===== config.mk =====
export PLATFORM = sky130hd
export DESIGN_NAME = port_status_reg
export DESIGN_NICKNAME = d
export VERILOG_FILES = /design/src/rtl/portsc_pkg.sv /design/src/rtl/portsc_side.sv /design/src/rtl/portsc_write.sv /design/src/rtl/port_status_reg.sv
export SDC_FILE = /design/constraint.sdc
export NUM_CORES = 1
export LEC_CHECK = 0
export ABC_AREA = 1
export BUFFER_PORTS_ARGS = -buffer_cell sky130_fd_sc_hd__buf_2
export CAP_MARGIN = 20
export CORE_AREA = 2 2 57 59
export DETAILED_ROUTE_END_ITERATION = 10
export DIE_AREA = 0 0 59 61
export PLACE_DENSITY = 0.8
export SLEW_MARGIN = 20
export SYNTH_ARGS = -nofsm -noshare
export SYNTH_HDL_FRONTEND = slang
export SYNTH_SLANG_ARGS = --single-unit
export TNS_END_PERCENT = 20

===== constraint.sdc =====
create_clock -name clk_i -period 3 [get_ports clk_i]
set_input_delay 0.15 -clock clk_i [delete_from_list [all_inputs] [get_ports clk_i]]
set_output_delay 0.15 -clock clk_i [all_outputs]
set_load 0.1 [all_outputs]

===== src/rtl/portsc_pkg.sv =====
package portsc_pkg;
  localparam int DW    = 32;
  localparam int SPD_W = 4;
  localparam int PLS_W = 4;

  localparam int CCS = 0;
  localparam int PED = 1;
  localparam int OCA = 3;
  localparam int PRS = 4;
  localparam int PLS_LO = 5;
  localparam int PLS_HI = PLS_LO + PLS_W - 1;
  localparam int PWR = PLS_HI + 1;
  localparam int SPD_LO = PWR + 1;
  localparam int SPD_HI = SPD_LO + SPD_W - 1;
  localparam int LWS = 16;
  localparam int CSC = 17;
  localparam int WRC = 19;
  localparam int PRC = 21;
  localparam int PLC = 22;
  localparam int CHG_LO = 17;
  localparam int CHG_HI = 23;
  localparam int DRM = 30;
  localparam int WPR = 31;

  localparam logic [PLS_W-1:0] LS_U0     = 4'd0;
  localparam logic [PLS_W-1:0] LS_U3     = 4'd3;
  localparam logic [PLS_W-1:0] LS_RXDET  = 4'd5;
  localparam logic [PLS_W-1:0] LS_RESUME = 4'd15;

  localparam logic [DW-1:0] KEEP_M = 32'h00FE_FDE2;
  localparam logic [DW-1:0] DATA_M = 32'h3F00_0204;
  localparam logic [DW-1:0] RSVD_M = (DW'(1) << OCA) | (DW'(1) << PRS) | (DW'(1) << LWS)
                                   | (DW'(1) << DRM) | (DW'(1) << WPR);
  localparam logic [DW-1:0] SPD_M  = ((DW'(1) << SPD_W) - DW'(1)) << SPD_LO;
  localparam logic [DW-1:0] ATTACH_BASE = (DW'(1) << CCS) | (DW'(1) << PWR) | (DW'(1) << CSC);
  localparam logic [DW-1:0] INIT_WORD = (DW'(1) << PWR) | (DW'(LS_RXDET) << PLS_LO);
endpackage


===== src/rtl/portsc_side.sv =====
module portsc_side
  import portsc_pkg::*;
(
  input  logic [DW-1:0]    cur_i,
  input  logic             present_i,
  input  logic             attach_i,
  input  logic             detach_i,
  input  logic [SPD_W-1:0] speed_i,
  input  logic             intr_en_i,
  input  logic             reset_req_i,
  input  logic             reset_warm_i,
  input  logic             dev_usb3_i,
  input  logic             wake_i,
  output logic [DW-1:0]    nxt_o,
  output logic             present_o,
  output logic             evt_o
);
  logic [DW-1:0] v;
  logic          p, e;

  always_comb begin
    v = cur_i;
    p = present_i;
    e = 1'b0;
    // connection change: detach beats attach
    if (detach_i) begin
      v[CCS] = 1'b0;
      v[PED] = 1'b0;
      v[CSC] = 1'b1;
      v[PLS_HI:PLS_LO] = LS_RXDET;
      p = 1'b0;
      e = intr_en_i;
    end else if (attach_i) begin
      v = ATTACH_BASE;
      v[SPD_HI:SPD_LO] = speed_i;
      p = 1'b1;
      e = intr_en_i;
    end
    // reset completion
    if (reset_req_i) begin
      v[PLS_HI:PLS_LO] = LS_U0;
      v[PRS] = 1'b0;
      v[PED] = 1'b1;
      v[SPD_HI:SPD_LO] = speed_i;
      if (reset_warm_i && dev_usb3_i) v[WRC] = 1'b1;
      if (!v[PRC]) begin
        v[PRC] = 1'b1;
        e = 1'b1;
      end
    end
    // remote wake from suspend
    if (wake_i && v[PLS_HI:PLS_LO] == LS_U3) begin
      v[PLS_HI:PLS_LO] = LS_RESUME;
      if (!v[PLC]) begin
        v[PLC] = 1'b1;
        e = 1'b1;
      end
    end
    nxt_o = v;
    present_o = p;
    evt_o = e;
  end
endmodule


===== src/rtl/portsc_write.sv =====
module portsc_write
  import portsc_pkg::*;
(
  input  logic [DW-1:0] cur_i,
  input  logic          present_i,
  input  logic          wr_en_i,
  input  logic [DW-1:0] wr_data_i,
  output logic [DW-1:0] nxt_o,
  output logic          evt_o
);
  logic [DW-1:0]    v;
  logic [PLS_W-1:0] tgt, old_ls;
  logic             e;

  assign tgt    = wr_data_i[PLS_HI:PLS_LO];
  assign old_ls = cur_i[PLS_HI:PLS_LO];

  always_comb begin
    v = cur_i;
    e = 1'b0;
    if (wr_en_i && cur_i[PWR]) begin
      v = (cur_i & KEEP_M) | (wr_data_i & DATA_M);
      v[CCS] = present_i;
      v[CHG_HI:CHG_LO] = cur_i[CHG_HI:CHG_LO] & ~wr_data_i[CHG_HI:CHG_LO];
      if (wr_data_i[LWS] && (tgt == LS_U0 || tgt == LS_U3) && tgt != old_ls) begin
        v[PLS_HI:PLS_LO] = tgt;
        if (tgt == LS_U0) begin
          v[PLC] = 1'b1;
          e = 1'b1;
        end
      end
    end
    nxt_o = v;
    evt_o = e;
  end
endmodule


===== src/rtl/port_status_reg.sv =====
module port_status_reg
  import portsc_pkg::*;
(
  input  logic             clk_i,
  input  logic             rst_ni,
  input  logic             attach_i,
  input  logic             detach_i,
  input  logic [SPD_W-1:0] speed_i,
  input  logic             intr_en_i,
  input  logic             reset_req_i,
  input  logic             reset_warm_i,
  input  logic             dev_usb3_i,
  input  logic             wake_i,
  input  logic             wr_en_i,
  input  logic [DW-1:0]    wr_data_i,
  output logic [DW-1:0]    rd_data_o,
  output logic             evt_o
);
  logic [DW-1:0] sc_q, side_w, wr_w;
  logic          present_q, side_p, side_e, wr_e, evt_q;

  portsc_side u_side (
    .cur_i       (sc_q),
    .present_i   (present_q),
    .attach_i    (attach_i),
    .detach_i    (detach_i),
    .speed_i     (speed_i),
    .intr_en_i   (intr_en_i),
    .reset_req_i (reset_req_i),
    .reset_warm_i(reset_warm_i),
    .dev_usb3_i  (dev_usb3_i),
    .wake_i      (wake_i),
    .nxt_o       (side_w),
    .present_o   (side_p),
    .evt_o       (side_e)
  );

  // write sees the word after sideband updates
  portsc_write u_write (
    .cur_i    (side_w),
    .present_i(side_p),
    .wr_en_i  (wr_en_i),
    .wr_data_i(wr_data_i),
    .nxt_o    (wr_w),
    .evt_o    (wr_e)
  );

  always_ff @(posedge clk_i or negedge rst_ni) begin
    if (!rst_ni) begin
      sc_q      <= INIT_WORD;
      present_q <= 1'b0;
      evt_q     <= 1'b0;
    end else begin
      sc_q      <= wr_w;
      present_q <= side_p;
      evt_q     <= side_e | wr_e;
    end
  end

  assign rd_data_o = sc_q;
  assign evt_o     = evt_q;

  logic sb_idle;
  assign sb_idle = !(attach_i || detach_i || reset_req_i || wake_i);

  a_r2_attach_load: assert property (@(posedge clk_i) disable iff (!rst_ni)
    attach_i && !detach_i && !reset_req_i && !wake_i && !wr_en_i |=>
      (rd_data_o & ~SPD_M) == ATTACH_BASE && rd_data_o[SPD_HI:SPD_LO] == $past(speed_i));

  a_r3_detach_fields: assert property (@(posedge clk_i) disable iff (!rst_ni)
    detach_i && !wr_en_i |=>
      !rd_data_o[CCS] && !rd_data_o[PED] && rd_data_o[CSC]
      && (rd_data_o[PLS_HI:PLS_LO] == LS_RXDET || (rd_data_o[PLS_HI:PLS_LO] == LS_U0 && rd_data_o[PRC])));

  a_r4_unpowered_hold: assert property (@(posedge clk_i) disable iff (!rst_ni)
    sb_idle && wr_en_i && !rd_data_o[PWR] |=> $stable(rd_data_o));

  a_r6_write_no_set: assert property (@(posedge clk_i) disable iff (!rst_ni)
    sb_idle && wr_en_i && !rd_data_o[CSC] |=> !rd_data_o[CSC]);

  a_r9_wake_event: assert property (@(posedge clk_i) disable iff (!rst_ni)
    wake_i && !attach_i && !detach_i && !reset_req_i && !wr_en_i
    && rd_data_o[PLS_HI:PLS_LO] == LS_U3 && !rd_data_o[PLC] |=>
      evt_o && rd_data_o[PLS_HI:PLS_LO] == LS_RESUME && rd_data_o[PLC]);

  a_r5_fixed_zero: assert property (@(posedge clk_i) disable iff (!rst_ni)
    (rd_data_o & RSVD_M) == '0);
endmodule


==> results.ini, run 1 <==
[critical_path]
cp.arrival_ps=1730
worstPathMaxFanout=6
cp_slowest_cell=dfstp_2
cp-end-kind=register
critical_path_class=register to register
cp_data_required_time_ps=3220
cp_top_family=simple AND/OR/NAND/NOR gates
critPathMostFrequentCell=nand2_1
startpoint_type=register
crit_path_max_incr_delay_ps=550
cp_num_buf_inv=0
cp_cell_sequence=nand2_1, a21oi_2, nand3_2, nand2_1, nand2_1, nand2_1, nand3_2, nand3_2, nand2_1

[clock_network]
cts_resized=0
numCtsBuffers=3
post_cts_buffers=0
cts.sinks=27
clkTransAtPathRegs_ps=140
tritoncts=built
hold_buffers=2
cts-htree-levels=1
cts_buffer_depth=2
clk_latency_ps=320
cts_root_buf=clkbuf_4

[floorplan]
initial_core_util_pct=45.04
pin_count=79
die_y_um=61
die_x_um=59
rows=20
die_area_mm2=0.003599
core_area_mm2=0.002953

[yosys]
yosysSeqAreaShare_pct=51.08
yosys.area.top_type=dfrtp_1
ys_ff_latch=27
syn_inst=147
synth_top_area_share_pct=45.16
syn_area_per_cell_um2=9.048
synthesis.area_mm2=0.001330
synth_area_leaders=dfrtp_1, nand2_1, dfstp_2
synthDistinctLibCells=25
ys_warn_count=0

[finish]
syn2layout_area_growth_pct=26.06
drive_gt1_share_pct=39.52
fin_nets=257
stdcell_count=243
design_area_mm2=0.001677
fillers=281
num_antenna_cells=0

[global_route]
antenna_found_initial=0
grt_pass1_vias=1001
grt_max_degree=28
grt_pass1_wl_mm=4.340
overflow=0
grt_use_total_pct=16.16

[route]
wire_per_inst_um=11.38
drc=0
dr_total_vias=1159
drt_iter0_markers=30
ant_nets=0
top_layer=met3
wl_met2_mm=1.268
wl_met3_um=282
drt_first_pass_iters=4
vias_per_cell=4.770
totalWireLength_mm=2.765
drt-met1-wl_mm=1.214

[sta]
worstMarginPinSlew_ps=580.3
slew_viol_final=0
setup_viol=0
setup_tns_ps=0
period_minus_slack_ps=1507
fmax_mhz=663.8
rsz0062_at_grt=no
whs_ps=21.97
min_period_over_period_pct=50.22
skew_ps=8.670
slew_headroom_pct=61.31
final-hold-violation-count=0

[pwr]
power.total_uw=977.6
ir_drop_mv=0.2827
power.leakage_nw=0.9657
power.density_mw_per_mm2=583.1

[placement]
gp_congestion=0.7359
place_hpwl_mm=2.220
io_buffers=59
postPlaceCellArea_mm2=0.001629
dp.cells=237

[hold_path]
min_path_type=input port to register

[run_status]
status=completed

[flow_run]
drv_cap=0

==> final timing paths <==
path / cells after the start / slack [ps] / end / from
max: 9 / 1490 / evt_o$_DFF_PN0_ / rd_data_o[5]$_DFF_PN1_
min: 3 / 20 / rd_data_o[13]$_DFFE_PN0P_ / speed_i[3]
max reg2reg: 9 / 1490 / evt_o$_DFF_PN0_ / rd_data_o[5]$_DFF_PN1_
min reg2reg: 2 / 500 / rd_data_o[12]$_DFFE_PN0P_ / rd_data_o[12]$_DFFE_PN0P_
max in group asynchronous: 2 / 2260 / rd_data_o[7]$_DFF_PN1_ / rst_ni
min in group asynchronous: 2 / 350 / rd_data_o[24]$_DFFE_PN0P_ / rst_ni
==> flip-flops by register name, summed over array words and instances, names as in the netlist <==
name and flops:
rd_data_o 25, evt_o 1, present_q 1
==> placed cells by master (no fill, tap or decap), drive strengths merged <==
| cell type | netlist | routed |
|---|---|---|
| buf | 8 | 59 |
| nand2 | 42 | 42 |
| dfrtp | 24 | 24 |
| inv | 23 | 23 |
| nor2 | 11 | 11 |
| a22o | 9 | 9 |
| nand3 | 9 | 9 |
| conb | 1 | 7 |
| o21ai | 5 | 5 |
| a21oi | 4 | 4 |
| clkbuf | 0 | 3 |
| dfstp | 3 | 3 |
| xnor2 | 2 | 2 |
| dlygate4sd3 | 0 | 2 |
| mux2i | 1 | 1 |
| nand3b | 1 | 1 |
| a21boi | 1 | 1 |
| a32o | 1 | 1 |
| nand4 | 1 | 1 |
| a22oi | 1 | 1 |
| clkinv | 0 | 1 |
==> cell families after synthesis <==
group | Yosys count | share of synthesized area, %
muxes | 1 | 0.7526
AOI/OAI and AO/OA | 21 | 12.61
xor gates and xnor gates | 2 | 1.317
buffers and inverters | 31 | 11.01
DFF | 27 | 51.08
and+or+nand+nor | 64 | 22.95
other | 1 | 0.2819
==> metal layers <==
| metal | global-route usage (%) | vias to the layer above |
|---|---|---|
| li1 | - | 579 |
| met1 | 22.06 | 520 |
| met2 | 26.19 | 60 |
| met3 | 3.838 | 0 |
| met4 | 3.896 | 0 |
| met5 | 0 | - |
==> synthesized netlist by cell type (all sizes together) <==
cell type and instances:
mux2i 1, a32o 1, a22oi 1, a21oi 4, nor2 11, inv 23
a21boi 1, nand2 42, xnor2 2, dfrtp 24, conb 1, dfstp 3
buf 8, nand4 1, a22o 9, nand3 9, nand3b 1, o21ai 5
==> worst reg2reg max path, stage by stage, from the launching register on <==
cell     delay [ps]
dfstp_2         550
nand2_1          60
a21oi_2         210
nand3_2         160
nand2_1         100
nand2_1          50
nand2_1          60
nand3_2          80
nand3_2          80
nand2_1          50
==> power breakdown <==
group / internal, mW / switching, mW / leakage [nW]
combinational: 0.0704 / 0.341 / 0.612
clock: 0.0499 / 0.102 / 0.0177
sequential: 0.397 / 0.0169 / 0.335
==> final cells by class <==
class / instances / area [um2] / area share (%)
clock buffers: 3 / 22.52 / 1.343
clock inverters: 1 / 5.005 / 0.2985
inverters: 23 / 86.33 / 5.149
multi-input cells: 95 / 526.8 / 31.42
flip-flops and latches: 27 / 679.4 / 40.52
well taps: 33 / 41.29 / 2.463
repair buffers: 61 / 315.3 / 18.81
==> through the flow <==
stage               utilization [%]  worst slack [ps]
floorplan                         -              1062
global placement              55.17              1505
global route                  56.78              1347
detailed placement            55.17              1495
finish                        56.78              1493
CTS                           56.78              1476
(Power assumes the default switching activity.)
==> run 2: changes to the inputs <==
--- a/config.mk
+++ b/config.mk
@@ -5,13 +5,13 @@
 export SDC_FILE = /design/constraint.sdc
 export NUM_CORES = 1
 export LEC_CHECK = 0
-export ABC_AREA = 1
+export ABC_AREA = 0
 export BUFFER_PORTS_ARGS = -buffer_cell sky130_fd_sc_hd__buf_2
 export CAP_MARGIN = 20
-export CORE_AREA = 2 2 57 59
+export CORE_AREA = 2 2 61 63
 export DETAILED_ROUTE_END_ITERATION = 10
-export DIE_AREA = 0 0 59 61
-export PLACE_DENSITY = 0.8
+export DIE_AREA = 0 0 63 65
+export PLACE_DENSITY = 0.72
 export SLEW_MARGIN = 20
 export SYNTH_ARGS = -nofsm -noshare
 export SYNTH_HDL_FRONTEND = slang
==> constraint.sdc (replaced) <==
create_clock -name clk_i -period 1.25 [get_ports clk_i]
set_input_delay 0.0625 -clock clk_i [delete_from_list [all_inputs] [get_ports clk_i]]
set_output_delay 0.0625 -clock clk_i [all_outputs]
set_load 0.1 [all_outputs]
==> results.ini, run 2 <==
[placement]
place_ws_ps=-252.0  ; was 1495 ps
io_buffers=59  ; unchanged
dp.cells=244  ; was 237
place_hpwl_mm=2.392  ; was 2.220 mm
postPlaceCellArea_mm2=0.001800  ; was 0.001629 mm2
gp_congestion=0.8810  ; was 0.7359

[critical_path]
rr_endpoint=evt_o$_DFF_PN0_  ; unchanged
r2r_cells=4  ; was 9
path_depth=4  ; was 9
startpoint=rd_data_o[5]$_DFF_PN1_  ; unchanged
crit_end=evt_o$_DFF_PN0_  ; unchanged
timing.rr.start=rd_data_o[5]$_DFF_PN1_  ; unchanged
r2r_slack_ps=-280  ; was 1490 ps
worstPathMaxFanout=3  ; was 6
cp_cell_sequence=nand4b_1, or3_4, o21a_1, o211ai_1  ; was nand2_1, a21oi_2, nand3_2, nand2_1, nand2_1, nand2_1, nand3_2, nand3_2, nand2_1
crit_path_max_incr_delay_ps=650  ; was 550 ps
cp-end-kind=register  ; unchanged
cp_data_required_time_ps=1500  ; was 3220 ps
startpoint_type=register  ; unchanged
cp_top_family=flip-flops  ; was simple AND/OR/NAND/NOR gates
cp_num_buf_inv=0  ; unchanged
cp.arrival_ps=1770  ; was 1730 ps
cp_slowest_cell=dfstp_4  ; was dfstp_2
critical_path_class=register to register  ; unchanged

[yosys]
yosysMostFrequentCell=dfrtp_1  ; was nand2_1
yosys.area.top_type=dfrtp_1  ; unchanged
synthArstFlopShare_pct=100.0  ; unchanged
syn_area_per_cell_um2=10.04  ; was 9.048 um2
synthDistinctLibCells=36  ; was 25
yosysSeqAreaShare_pct=53.71  ; was 51.08%
ys_warn_count=0  ; unchanged
synthTopCellsByCount=dfrtp_1, nand2_1, a21oi_1  ; was nand2_1, dfrtp_1, inv_1, a22o_1, buf_4
synth_top_area_share_pct=47.48  ; was 45.16%
synth_top_flop_cell=dfrtp_1  ; unchanged
syn_inst=126  ; was 147
ys_ff_latch=27  ; unchanged
synthesis.area_mm2=0.001265  ; was 0.001330 mm2
synth_area_leaders=dfrtp_1, dfstp_2, nand2_1  ; was dfrtp_1, nand2_1, dfstp_2
synth-edff-count=0  ; unchanged

[finish]
multi_input_area_um2=571.8  ; was 526.8 um2
fin_util_pct=62.96  ; was 56.78%
fillers=315  ; was 281
fin_nets=271  ; was 257
stdcell_count=272  ; was 243
final_cell_mix=buf_2, dfrtp_1, dlygate4sd3_1  ; was buf_2, nand2_1, dfrtp_1
design_area_mm2=0.002201  ; was 0.001677 mm2
seq_area_um2=689.4  ; was 679.4 um2
drive_gt1_share_pct=50.89  ; was 39.52%
num_antenna_cells=0  ; unchanged
syn2layout_area_growth_pct=73.99  ; was 26.06%
largest_reg_flops=25  ; unchanged
final_common_cell=buf_2  ; unchanged

[global_route]
antenna_found_initial=0  ; unchanged
grt_pass1_wl_mm=5.547  ; was 4.340 mm
grt_pass1_vias=1244  ; was 1001
grt_max_degree=28  ; unchanged
grt_use_total_pct=17.33  ; was 16.16%
overflow=0  ; unchanged

[clock_network]
clkTransAtPathRegs_ps=160  ; was 140 ps
cts_buffer_depth=2  ; unchanged
cts-htree-levels=1  ; unchanged
cts.sinks=27  ; unchanged
cts_root_buf=clkbuf_4  ; unchanged
tritoncts=built  ; unchanged
numCtsBuffers=3  ; unchanged
clk_latency_ps=330  ; was 320 ps

[floorplan]
initial_core_util_pct=36.18  ; was 45.04%
die_area_mm2=0.004095  ; was 0.003599 mm2
rows=22  ; was 20
die_y_um=65  ; was 61 um
core_area_mm2=0.003496  ; was 0.002953 mm2
pin_count=79  ; unchanged
die_x_um=63  ; was 59 um

[run_status]
failed_checks=hold timing, setup timing
status=finished, violations left  ; was completed

[pwr]
ir_drop_mv=0.5112  ; was 0.2827 mV
power.leakage_nw=1.055  ; was 0.9657 nW
power.density_mw_per_mm2=1160  ; was 583.1 mW/mm2

[sta]
min_period_over_period_pct=122.0  ; was 50.22%
whs_ps=-0.7528  ; was 21.97 ps
skew_ps=11.16  ; was 8.670 ps
final-hold-violation-count=1  ; was 0
worstMarginPinSlew_ps=596.1  ; was 580.3 ps
worst_slack_ps=-275.1  ; was 1493 ps
fmax_mhz=655.7  ; was 663.8 MHz
slew_headroom_pct=60.26  ; was 61.31%
rsz0062_at_grt=yes  ; was no
setup_viol=22  ; was 0
period_minus_slack_ps=1525  ; was 1507 ps
slew_viol_final=0  ; unchanged

[route]
drt_first_pass_iters=4  ; unchanged
drt_iter0_markers=54  ; was 30
wire_per_inst_um=13.29  ; was 11.38 um
vias_per_cell=4.669  ; was 4.770
dr_total_vias=1270  ; was 1159
drc=0  ; unchanged
totalWireLength_mm=3.616  ; was 2.765 mm
ant_nets=0  ; unchanged

[hold_path]
min_path_type=input port to register  ; unchanged

[flow_run]
drv_cap=0  ; unchanged

==> run 2: cell count changes in the layout (fill, tap and decap cells not counted), moves of 7 or more <==
| cell | previous run | this run |
|---|---|---|
| dlygate4sd3_1 | 2 | 20 |
| a22o_1 | 9 | 2 |
| buf_2 | 59 | 39 |
| clkbuf_4 | 3 | 17 |
| nand2_1 | 40 | 14 |
| buf_4 | 0 | 18 |
| inv_1 | 19 | 4 |
==> run 2: how the worst min path moves through the flow <==
stage                    start                  endpoint  slack [ps]  cells past startpoint
finish                 wr_en_i    rd_data_o[9]$_DFF_PN1_        -0.8                      3
global route        dev_usb3_i   rd_data_o[19]$_DFF_PN0_          20                      3
CTS                    wr_en_i    rd_data_o[9]$_DFF_PN1_           8                      3
detailed placement      rst_ni  rd_data_o[0]$_DFFE_PN0P_         100                      1
global placement        rst_ni  rd_data_o[0]$_DFFE_PN0P_         110                      1
floorplan               rst_ni           evt_o$_DFF_PN0_        -230                      0
==> run 2: cells by family (layout without fill, tap and decap cells) <==
| family | Yosys count | count (layout) | share of synthesized area, % |
|---|---|---|---|
| flops | 27 | 27 | 53.71 |
| mux | 5 | 5 | 4.352 |
| buf+inv | 18 | 110 | 8.210 |
| xor+xnor | 1 | 1 | 0.6925 |
| other cells | 1 | 7 | 0.2965 |
| compound gates | 32 | 32 | 16.42 |
| simple gates | 42 | 42 | 16.32 |
==> run 2: worst min-delay path, cell delays in order <==
cell and delay [ps]:
buf_2 100, nor2b_1 130, a21oi_1 50
==> run 2: final cells by class <==
| class | count | share of cell area [%] |
|---|---|---|
| repair buffers | 101 | 37.64 |
| flip-flops and latches | 27 | 31.32 |
| multi-input cells | 87 | 25.98 |
| well taps | 48 | 2.729 |
| clock buffers | 3 | 1.023 |
| inverters | 5 | 0.9665 |
| clock inverters | 1 | 0.3411 |
==> run 2: per-layer routing <==
metal	vias to the layer above	routed length, um	GRT usage, %
met5	-	0	0
met4	0	42	6.389
met3	6	137	2.431
met2	41	1924	30.98
met1	611	1512	21.22
li1	612	-	-
==> run 2: what timing repair did <==
action / 4_1_cts / 5_1_grt
pin swaps: 2 / 15
gates resized for setup: 5 / 35
endpoints found under the hold margin: 43 / 0
cloned: 0 / 2
hold buffers: 20 / 0
buffers inserted: 0 / 2
setup endpoints to repair: 23 / 36
==> run 2: metrics by stage <==
step	total power, mW	TNS, ps
final	2.553	-1843
after global routing	2.670	-3143
after CTS	2.466	-1989
after detailed placement	2.031	-2045
after global placement	2.020	-1708
after floorplan	1.793	-4419
==> run 2: report_power, final <==
part | switching, mW | internal, mW
Sequential | 0.0464 | 0.956
Combinational | 0.833 | 0.325
Clock | 0.269 | 0.122
Total | 1.15 | 1.40
==> run 3: changes to the inputs <==
--- a/config.mk
+++ b/config.mk
@@ -11,9 +11,9 @@
 export CORE_AREA = 2 2 61 63
 export DETAILED_ROUTE_END_ITERATION = 10
 export DIE_AREA = 0 0 63 65
-export PLACE_DENSITY = 0.72
+export PLACE_DENSITY = 0.84
 export SLEW_MARGIN = 20
 export SYNTH_ARGS = -nofsm -noshare
 export SYNTH_HDL_FRONTEND = slang
 export SYNTH_SLANG_ARGS = --single-unit
-export TNS_END_PERCENT = 20
+export TNS_END_PERCENT = 100
==> results.ini, run 3 (synthesis gave the netlist of run 2 again) <==
[critical_path]
timing.rr.start=rd_data_o[5]$_DFF_PN1_  ; unchanged
startpoint=rd_data_o[5]$_DFF_PN1_  ; unchanged
crit_path_max_incr_delay_ps=640  ; was 650 ps
cp_top_family=flip-flops  ; unchanged
r2r_slack_ps=-290  ; was -280 ps
r2r_cells=4  ; unchanged
rr_endpoint=rd_data_o[22]$_DFF_PN0_  ; was evt_o$_DFF_PN0_
cp_cell_sequence=nand4b_1, or3_4, o21a_1, o211ai_1  ; unchanged
worstPathMaxFanout=3  ; unchanged
cp-end-kind=register  ; unchanged
cp_num_buf_inv=0  ; unchanged
critical_path_class=register to register  ; unchanged
startpoint_type=register  ; unchanged
path_depth=4  ; unchanged
cp_data_required_time_ps=1500  ; about the same
cp_slowest_cell=dfstp_4  ; unchanged
crit_end=rd_data_o[22]$_DFF_PN0_  ; was evt_o$_DFF_PN0_
cp.arrival_ps=1780  ; was 1770 ps

[finish]
largest_reg_flops=25  ; unchanged
fillers=291  ; was 315
fin_nets=272  ; was 271
fin_util_pct=64.39  ; was 62.96%
num_antenna_cells=0  ; unchanged
final_cell_mix=buf_2, dlygate4sd3_1, dfrtp_1  ; was buf_2, dfrtp_1, dlygate4sd3_1
syn2layout_area_growth_pct=77.94  ; was 73.99%
final_common_cell=buf_2  ; unchanged
drive_gt1_share_pct=56.00  ; was 50.89%

[pwr]
seq_power_share_pct=39.1  ; was 39.3%
intPower_mw=1.408  ; was 1.404 mW
ir_drop_mv=0.6976  ; was 0.5112 mV
pwr-share-comb_pct=45.9  ; was 45.4%
p_clk_share_pct=15.0  ; was 15.3%
power.density_mw_per_mm2=1140  ; was 1160 mW/mm2
switchingPower_mw=1.158  ; was 1.149 mW
power.leakage_nw=1.079  ; was 1.055 nW
sw_frac_of_total_pct=45.12  ; was 45.01%

[sta]
worst_slack_ps=-285.1  ; was -275.1 ps
period_minus_slack_ps=1535  ; was 1525 ps
slew_viol_final=0  ; unchanged
slew_headroom_pct=58.71  ; was 60.26%
rsz0062_at_grt=yes  ; unchanged
skew_ps=0.4484  ; was 11.16 ps
min_period_over_period_pct=122.8  ; was 122.0%
final-hold-violation-count=0  ; was 1
fmax_mhz=651.4  ; was 655.7 MHz
setup_viol=21  ; was 22
worstMarginPinSlew_ps=619.3  ; was 596.1 ps

[hold_path]
min_path_type=input port to register  ; unchanged
holdPathStages=2  ; was 3

[floorplan]
core_area_mm2=0.003496  ; unchanged
die_y_um=65  ; unchanged
pin_count=79  ; unchanged
die_x_um=63  ; unchanged
die_area_mm2=0.004095  ; unchanged
initial_core_util_pct=36.18  ; unchanged
rows=22  ; unchanged

[route]
drc=0  ; unchanged
wire_per_inst_um=12.92  ; was 13.29 um
totalWireLength_mm=3.526  ; was 3.616 mm
vias_per_cell=4.689  ; was 4.669
ant_nets=0  ; unchanged
drt_iter0_markers=45  ; was 54
dr_total_vias=1280  ; was 1270
drt_first_pass_iters=5  ; was 4

[clock_network]
cts_buffer_depth=2  ; unchanged
cts-htree-levels=1  ; unchanged
clkTransAtPathRegs_ps=150  ; was 160 ps
clk_latency_ps=320  ; was 330 ps
tritoncts=built  ; unchanged
cts.sinks=27  ; unchanged
cts_root_buf=clkbuf_4  ; unchanged
numCtsBuffers=3  ; unchanged

[global_route]
grt_pass1_vias=1255  ; was 1244
grt_pass1_wl_mm=5.740  ; was 5.547 mm
overflow=0  ; unchanged
grt_use_total_pct=17.90  ; was 17.33%
antenna_found_initial=0  ; unchanged
grt_max_degree=28  ; unchanged

[run_status]
failed_checks=setup timing  ; was hold timing, setup timing
status=finished, violations left  ; unchanged

[placement]
place_ws_ps=-254.2  ; was -252.0 ps
io_buffers=59  ; unchanged
gp_congestion=0.8564  ; was 0.8810
place_hpwl_mm=2.323  ; was 2.392 mm

[flow_run]
drv_cap=0  ; unchanged

-- run 3: final cells by class --
type | count | area, um2 | share of cell area, %
sequential | 27 | 694.4 | 30.85
clock inverter | 1 | 7.507 | 0.3335
multi-input combinational | 87 | 641.9 | 28.52
inverter | 5 | 23.77 | 1.056
clock buffer | 3 | 22.52 | 1.001
tap | 48 | 60.06 | 2.668
timing repair buffer | 102 | 800.8 | 35.58
-- run 3: what timing repair did --
action | in CTS | in global routing
endpoints found under the hold margin | 43 | 0
endpoints found under the setup margin | 23 | 31
hold buffers | 21 | 0
gates cloned | 1 | 0
pin swaps | 10 | 4
resized for setup | 18 | 31
buffers inserted | 3 | 2
-- run 3: worst min-delay path by stage --
stage,start,to
2_1_floorplan,rst_ni,evt_o$_DFF_PN0_
3_3_place_gp,rst_ni,rd_data_o[1]$_DFF_PN0_
5_1_grt,wr_data_i[6],rd_data_o[6]$_DFF_PN0_
3_5_place_dp,rst_ni,rd_data_o[1]$_DFF_PN0_
4_1_cts,wr_data_i[6],rd_data_o[6]$_DFF_PN0_
6_report,wr_data_i[6],rd_data_o[6]$_DFF_PN0_
-- run 3: worst reg2reg max path, cell delays in order, from the launching register on --
cell	delay [ps]
dfstp_4	640
nand4b_1	130
or3_4	350
o21a_1	130
o211ai_1	200
-- run 3: power groups by stage --
stage	clock network, mW	logic [mW]	registers [mW]
3_3_place_gp	0	1.02	1.01
2_1_floorplan	0	0.275	1.54
3_5_place_dp	0	1.02	1.02
5_1_grt	0.453	1.23	1.01
6_report	0.384	1.18	1.00
4_1_cts	0.409	1.11	1.00
-- run 3: metal layers --
layer	up-vias	track usage, %	wire (um)
met4	0	5.833	15
met3	2	2.257	154
li1	618	-	-
met5	-	0	0
met1	615	22.14	1485
met2	45	32.31	1870
-- run 3: through the flow --
step | std cells | hold WS [ps] | area [um2] | setup TNS [ps] | total power, mW
after floorplan | 132 | -233.1 | 1359 | -4390 | 1.814
after global placement | 242 | 102.9 | 1793 | -1586 | 2.030
after detailed placement | 242 | 115.3 | 1793 | -1673 | 2.038
after CTS | 271 | 16.59 | 2120 | -1281 | 2.522
after global routing | 273 | 8.018 | 2251 | -2709 | 2.695
final | 273 | 22.06 | 2251 | -1524 | 2.566
